$ cat config.mk
export PLATFORM = sky130hd
export DESIGN_NAME = cjw_writer
export DESIGN_NICKNAME = d
export VERILOG_FILES = /design/src/rtl/cjw_pkg.sv /design/src/rtl/cjw_frame_edge.sv /design/src/rtl/cjw_pin_sync.sv /design/src/rtl/cjw_match.sv /design/src/rtl/cjw_writer.sv
export SDC_FILE = /design/constraint.sdc
export NUM_CORES = 1
export LEC_CHECK = 0
export BUFFER_PORTS_ARGS = -buffer_cell sky130_fd_sc_hd__buf_4
export CAP_MARGIN = 20
export CORE_AREA = 5 5 67 69
export DETAILED_ROUTE_END_ITERATION = 10
export DIE_AREA = 0 0 72 74
export PLACE_DENSITY = 0.61
export RECOVER_POWER = 50
export SYNTH_ARGS = -nofsm -noshare
export SYNTH_HDL_FRONTEND = slang
export SYNTH_SLANG_ARGS = --single-unit
$ cat constraint.sdc
create_clock -name clk -period 3.4 [get_ports clk]
set_input_delay 0.34 -clock clk [delete_from_list [all_inputs] [get_ports clk]]
set_output_delay 0.34 -clock clk [all_outputs]
set_load 0.02 [all_outputs]
$ cat src/rtl/cjw_pkg.sv
package cjw_pkg;
    typedef enum logic [1:0] {
        ST_IDLE,
        ST_SHIFT,
        ST_DRAIN,
        ST_HOLD
    } wr_state_e;
endpackage

$ cat src/rtl/cjw_frame_edge.sv
module cjw_frame_edge (
    input  logic clk,
    input  logic rst_n,
    input  logic invert,
    input  logic lrclk,
    output logic lead
);
    logic lr_prev;

    always_ff @(posedge clk or negedge rst_n) begin
        if (!rst_n) lr_prev <= 1'b0;
        else        lr_prev <= lrclk;
    end

    always_comb begin
        if (invert) lead = lr_prev & ~lrclk;
        else        lead = ~lr_prev & lrclk;
    end
endmodule

$ cat src/rtl/cjw_pin_sync.sv
module cjw_pin_sync #(
    parameter int W      = 3,
    parameter int STAGES = 2
) (
    input  logic         clk,
    input  logic         rst_n,
    input  logic         soft_rst_n,
    input  logic [W-1:0] d,
    output logic [W-1:0] q
);
    generate
        if (STAGES == 1) begin : g_single
            logic [W-1:0] stg;
            always_ff @(posedge clk or negedge rst_n) begin
                if (!rst_n)           stg <= '0;
                else if (!soft_rst_n) stg <= '0;
                else                  stg <= d;
            end
            assign q = stg;
        end else begin : g_chain
            logic [STAGES-1:0][W-1:0] stg;
            always_ff @(posedge clk or negedge rst_n) begin
                if (!rst_n)           stg <= '0;
                else if (!soft_rst_n) stg <= '0;
                else                  stg <= {stg[STAGES-2:0], d};
            end
            assign q = stg[STAGES-1];
        end
    endgenerate
endmodule

$ cat src/rtl/cjw_match.sv
module cjw_match #(
    parameter int CODE_W = 8,
    parameter int PIN_W  = 3
) (
    input  logic [CODE_W-1:0]       code,
    input  logic [PIN_W-1:0]        pins,
    input  logic [CODE_W+PIN_W-1:0] sel,
    output logic                    hit
);
    logic [CODE_W+PIN_W-1:0] vec;

    always_comb begin
        vec = {code, pins};
        hit = |(vec & sel);
    end
endmodule

$ cat src/rtl/cjw_writer.sv
module cjw_writer
    import cjw_pkg::*;
#(
    parameter int               CODE_W      = 8,
    parameter int               CMD_W       = 8,
    parameter int               PIN_W       = 3,
    parameter int               SYNC_STAGES = 2,
    parameter logic [CMD_W-1:0] CMD_CODE    = 8'hC4
) (
    input  logic                    clk,
    input  logic                    init_rst_n,
    input  logic                    sys_rst_n,
    input  logic                    i2s_mode,
    input  logic                    sclk,
    input  logic                    rq_n,
    input  logic                    si,
    input  logic                    lrclk,
    input  logic [PIN_W-1:0]        jx_pin,
    input  logic [CODE_W+PIN_W-1:0] cond_sel,
    output logic                    rdy,
    output logic                    jump_taken
);
    localparam int TOTAL = CMD_W + CODE_W;
    localparam int SH_W  = (CMD_W > CODE_W) ? CMD_W : CODE_W;
    localparam int CNT_W = $clog2(TOTAL);

    wr_state_e          state, nxt;
    logic [SH_W-1:0]    shreg;
    logic [SH_W-1:0]    shifted;
    logic [CNT_W-1:0]   cnt;
    logic               sclk_prev;
    logic               sclk_rise;
    logic               frame_lead;
    logic [CODE_W-1:0]  cond_q;
    logic [PIN_W-1:0]   pin_q;

    cjw_frame_edge u_edge (
        .clk    (clk),
        .rst_n  (init_rst_n),
        .invert (i2s_mode),
        .lrclk  (lrclk),
        .lead   (frame_lead)
    );

    cjw_pin_sync #(.W(PIN_W), .STAGES(SYNC_STAGES)) u_sync (
        .clk        (clk),
        .rst_n      (init_rst_n),
        .soft_rst_n (sys_rst_n),
        .d          (jx_pin),
        .q          (pin_q)
    );

    cjw_match #(.CODE_W(CODE_W), .PIN_W(PIN_W)) u_match (
        .code (cond_q),
        .pins (pin_q),
        .sel  (cond_sel),
        .hit  (jump_taken)
    );

    assign sclk_rise = sclk & ~sclk_prev;
    assign shifted   = {shreg[SH_W-2:0], si};

    // next-state decision
    always_comb begin
        nxt = state;
        unique case (state)
            ST_IDLE:  if (!rq_n) nxt = ST_SHIFT;
            ST_SHIFT: begin
                if (rq_n) begin
                    nxt = ST_IDLE;
                end else if (sclk_rise) begin
                    if (cnt == CNT_W'(CMD_W - 1) && shifted[CMD_W-1:0] != CMD_CODE)
                        nxt = ST_DRAIN;
                    else if (cnt == CNT_W'(TOTAL - 1))
                        nxt = ST_HOLD;
                end
            end
            ST_DRAIN: if (rq_n) nxt = ST_IDLE;
            ST_HOLD:  if (frame_lead) nxt = rq_n ? ST_IDLE : ST_DRAIN;
            default:  nxt = ST_IDLE;
        endcase
    end

    // state register
    always_ff @(posedge clk or negedge init_rst_n) begin
        if (!init_rst_n) state <= ST_IDLE;
        else             state <= nxt;
    end

    // shift path and commit
    always_ff @(posedge clk or negedge init_rst_n) begin
        if (!init_rst_n) begin
            sclk_prev <= 1'b0;
            shreg     <= '0;
            cnt       <= '0;
            cond_q    <= '0;
        end else begin
            sclk_prev <= sclk;
            if (state == ST_SHIFT) begin
                if (sclk_rise) begin
                    shreg <= shifted;
                    cnt   <= cnt + 1'b1;
                end
            end else begin
                cnt <= '0;
            end
            if (state == ST_HOLD && frame_lead)
                cond_q <= shreg[CODE_W-1:0];
        end
    end

    // outputs
    always_comb begin
        rdy = (state != ST_HOLD);
    end
endmodule

## Word level (Yosys, flattened, before mapping)

Cells that the tools add are included.

- Flip-flop bits (word level): 30
- Logic and storage cells: 48

- Add/subtract/negate cells: 1
- Equal/unequal tests: 13
- Multiplexer cells: 13
- Bitwise logic cells: 7
- Reductions and logical operators: 6

Operators with widths:

| kind | number |
|---|---|
| two-way mux 2 bit | 8 |
| bitwise AND 11 bit | 1 |
| OR reduction 11 bit | 1 |
| inequality test 2 bit (second input constant) | 5 |
| two-way mux 4 bit | 2 |
| inequality test 8 bit (second input constant) | 1 |
| one-hot mux 2 bit (4 select lines) | 1 |
| two-way mux 6 bit | 1 |
| AND reduction 5 bit | 1 |
| adder 4 x 1 -> 4 bit (second input constant) | 1 |
| == test 2 bit (second input constant) | 2 |
| == test 4 x 3 -> 1 bit (second input constant) | 1 |
| == test 4 bit (second input constant) | 1 |
| inequality test 4 bit (second input constant) | 1 |
| bitwise AND 1 bit | 3 |
| inequality test 3 bit (second input constant) | 1 |
| NOT 1 bit | 3 |
| == test 2 x 1 -> 1 bit (second input constant) | 1 |
| logical AND 1 bit | 2 |
| zero test 2 bit | 1 |
| AND reduction 2 bit | 1 |
| two-way mux 1 bit | 1 |

## Logic depth before layout (Yosys ltp)

- Word-level depth: 6
- Depth in mapped cells: 5
- Gate-level depth less buffers: 5

## Cells and area by module

A second synthesis with hierarchy kept.

- Cells, all modules: 95
- Area, all modules: 1318.8 sq um

By module, submodules not included:

| module | instances | cells an instance | area each (sq um) | sequential area each (sq um) |
|---|---|---|---|---|
| cjw_writer | 1 | 69 | 1002.2 | 575.6 |
| cjw_pin_sync | 1 | 15 | 210.2 | 150.1 |
| cjw_match | 1 | 7 | 58.8 | 0.0 |
| cjw_frame_edge | 1 | 4 | 47.5 | 25.0 |

## Worst setup path before layout

No wires, ideal clock.

- Path kind: reg2reg
- Start point: reg u_edge.lr_prev
- End point: reg state[0]
- Setup time: 0.127 ns
- Arrival: 1.758 ns
- Path slack: 1.515 ns
- Cell stages (with the launch flop): 6
- Clock period less this slack: 1.885 ns
- Cells stage by stage: dfrtp_1 -> or3b_4 -> a21oi_4 -> a31oi_1 -> or3_1 -> mux2_1

- Word-level cells in the longest chain between the ends: 5

Ends and longest elaborated chain:

| item | RTL line | text |
|---|---|---|
| from (decl) | cjw_frame_edge.sv:8 | `logic lr_prev;` |
| from (signal assigned) | cjw_frame_edge.sv:12 | `else lr_prev <= lrclk;` |
| NOT 1 bit | cjw_frame_edge.sv:17 | `else lead = ~lr_prev & lrclk;` |
| bitwise AND 1 bit | cjw_frame_edge.sv:17 |  |
| two-way mux 1 bit (*) | cjw_frame_edge.sv:16 | `if (invert) lead = lr_prev & ~lrclk;` |
| inequality test 2 bit (no source line) (*) | -- |  |
| AND reduction 5 bit (no source line) (*) | -- |  |
| to (signal assigned) | cjw_writer.sv:87 | `else state <= nxt;` |
| to (decl) | cjw_writer.sv:27 | `wr_state_e state, nxt;` |

Mark *: on every way between the ends. The rest lies on a longest branch, timed or not.
A chain may end at the register's enable or synchronous reset.

## Worst setup path after layout

Same ends and word-level chain as after synthesis.

==> results_dict.tcl <==
set metrics [dict create \
    clock-sinks 30 \
    cts_max_level 2 \
    timing.rr.start "u_edge.lr_prev$_DFF_PN0_" \
    rows 23 \
    die_area_mm2 0.00533 \
    syn_inst 95 \
    boundaryPins 24 \
    initial_core_util_pct 32.9 \
    synth_seq_area_share_pct 59.2 \
    final_cells 176 \
    post-cts-setup-buffers 0 \
    netlist_area_mm2 0.00127 \
    antenna_found_initial 0 \
    end_kind "register" \
    gp_congestion 0.719 \
    rrSetupSlack_ns 1.35 \
    regArea_um2 751 \
    antenna_cells 0 \
    worstSetupStartpointType "register" \
    overflow 0 \
    die_x_um 72 \
    ys_warn_count 0 \
    clk_latency_ns 0.27 \
    grt_max_degree 31 \
    drive_gt1_share_pct 34.9 \
    cts_tree "built" \
    min_path_cells 1 \
    status "finished with violations" \
    synth_fp_nets 118 \
    setup_violations 0 \
    ctsLongestPathBuffers 2 \
    drt_iter0_drc 22 \
    core_area_mm2 0.00386 \
    hold_viol 0 \
    wire_per_inst_um 13.5 \
    min_to "u_edge.lr_prev$_DFF_PN0_" \
    worst-endpoint-required_ns 3.55 \
    synth_area_per_cell_um2 13.4 \
    placed_cell_area_mm2 0.00150 \
    slew_headroom_pct -6.78 \
    powerDensity_mw_per_mm2 704 \
    irDropWorstVdd_mv 0.384 \
    tightest_slew_ns 1.60 \
    worstHoldStart "lrclk" \
    grt_pass1_vias 924 \
    yosysUniqueCellTypes 28 \
    vias_per_cell 4.80 \
    grtUsageTotal_pct 10.5 \
    drcViolationCount 0 \
    finalCriticalPeriod_ns 2.05 \
    drt_wl_total_um 2380 \
    num_vias 845 \
    die_h_um 74 \
    first_pass_iters 4 \
    dp_cells 167 \
    leakage_uw 0.000716 \
    dp_hpwl_um 1760 \
    slew_viol_final 31 \
    post-route-period-util_pct 60.4 \
    rsz0062_at_grt "no" \
    design_area_mm2 0.00159 \
    tns_ns 0 \
    cp_data_arrival_time_ns 2.21 \
    ant_nets 0 \
    max_freq_mhz 487 \
    multi_input_area_um2 514 \
    violations "max-capacitance violations, max-slew violations" \
    worstSetupPathType "reg -> reg" \
    maxCapViolations 1 \
    skew_ns 0.00386 \
    fillers 385 \
    reg2reg_depth 5 \
    area_growth_pct 25.0 \
    portBuffers 23 \
    ys_ff_latch 30 \
    rr_endpoint "state[0]$_DFFE_PN0P_" \
    worstHoldPathType "in -> reg" \
    grt_first_pass_wirelength_um 4240 \
    root_buffer "clkbuf_8" \
    cts_resized 0 \
    cts_buffers 5 \
    path_clk_slew_ns 0.06 \
    path_max_fanout 9 \
    finalNetCount 148 \
]
-- cell usage after synthesis --
master	number	share of area [%]
nand3b_1	1	0.59
a22oi_1	3	1.8
dfrtp_1	30	59
and3_1	1	0.49
and2_1	6	3.0
a22o_1	1	0.69
a221oi_1	2	1.4
nand2b_1	3	1.5
a31oi_1	1	0.49
or3_1	1	0.49
xnor2_1	1	0.69
nand4_1	2	0.99
mux2_2	16	14
nor2b_1	2	0.99
a211oi_1	1	0.59
mux2_1	2	1.8
a21oi_4	1	1.3
nor4_1	1	0.49
and4b_1	1	0.79
nor2_1	6	1.8
ha_1	1	0.99
nand2_1	5	1.5
nor4b_1	1	0.69
or3b_4	1	0.89
xor2_1	2	1.4
a222oi_1	1	0.79
clkbuf_1	1	0.30
a21oi_1	1	0.39
-- per-stage QoR --
stage	power, µW	setup slack, ns	hold slack, ns	utilization (%)
after floorplan	737	1.51	0.0444	-
after global routing	1190	1.04	0.193	41.1
after CTS	1140	1.34	0.175	41.5
final	1120	1.35	0.201	41.1
after global placement	826	1.37	0.284	38.9
after detailed placement	841	1.29	0.291	38.9
-- power breakdown --
part	internal, µW	switching, µW
registers	457	81.6
logic	167	125
clock network	163	123
-- routing by layer --
| metal | wire [µm] | vias to the layer above | part of all wire [%] | global-route usage (%) |
|---|---|---|---|---|
| met2 | 1210 | 17 | 51 | 16.0 |
| met4 | 42 | 0 | 1.8 | 5.64 |
| met1 | 1020 | 418 | 43 | 12.4 |
| li1 | - | 406 | - | - |
| met5 | 0 | - | 0 | 0 |
| met3 | 113 | 4 | 4.7 | 4.73 |
-- critical path: stages, from the launching register on --
cell and delay [ns]:
dfrtp_1 0.38, or3b_4 0.41, a21oi_4 0.32, a31oi_1 0.07, or3_1 0.42, mux2_1 0.33
-- what timing repair did --
action                     4_1_cts  5_1_grt
hold endpoints to repair        30        0
hold buffers                     1        0
setup endpoints to repair        0        0
-- logic make-up (layout without fill, tap and decap cells) --
logic type	count (synthesis)	in the layout	share of synthesized area [%]
and+or+nand+nor	31	31	14.1
muxes	18	18	16.0
AOI/OAI and AO/OA	11	11	7.40
xor gates and xnor gates	3	3	2.07
buffers and inverters	1	32	0.296
DFF	30	30	59.2
adders and majority gates	1	1	0.986
-- placed cells by master (no fill, tap or decap), types with 3 or more instances in the layout --
cell type / instances
a22oi_1: 3
and2_0: 4
buf_4: 19
clkbuf_1: 5
clkbuf_8: 6
dfrtp_1: 30
mux2_2: 16
nand2_1: 5
nand2b_1: 3
nor2_1: 6
-- area by class of cell --
class | count | area share [%]
clock buffer | 7 | 5.44
multi-input combinational | 64 | 32.4
sequential | 30 | 47.3
timing repair buffer | 24 | 10.6
clock inverter | 1 | 0.315
tap | 50 | 3.94
-- flip-flops by register name, summed over array words and instances, names as in the netlist --
| name | cells |
|---|---|
| cond_q | 8 |
| state | 2 |
| shreg | 8 |
| u_sync.q | 3 |
| u_sync.g_chain.stg | 3 |
| sclk_prev | 1 |
| u_edge.lr_prev | 1 |
| cnt | 4 |
-- worst max-delay path by stage --
stage	end	from	cells past startpoint	slack [ns]
detailed placement	state[1]$_DFFE_PN0P_	i2s_mode	6	1.29
floorplan	state[0]$_DFFE_PN0P_	u_edge.lr_prev$_DFF_PN0_	5	1.51
global route	u_sync.q[1]$_DFF_PN0_	init_rst_n	2	1.04
CTS	state[1]$_DFFE_PN0P_	u_edge.lr_prev$_DFF_PN0_	5	1.34
global placement	state[1]$_DFFE_PN0P_	i2s_mode	6	1.37
finish	state[0]$_DFFE_PN0P_	u_edge.lr_prev$_DFF_PN0_	5	1.35
(Power assumes the default switching activity.)
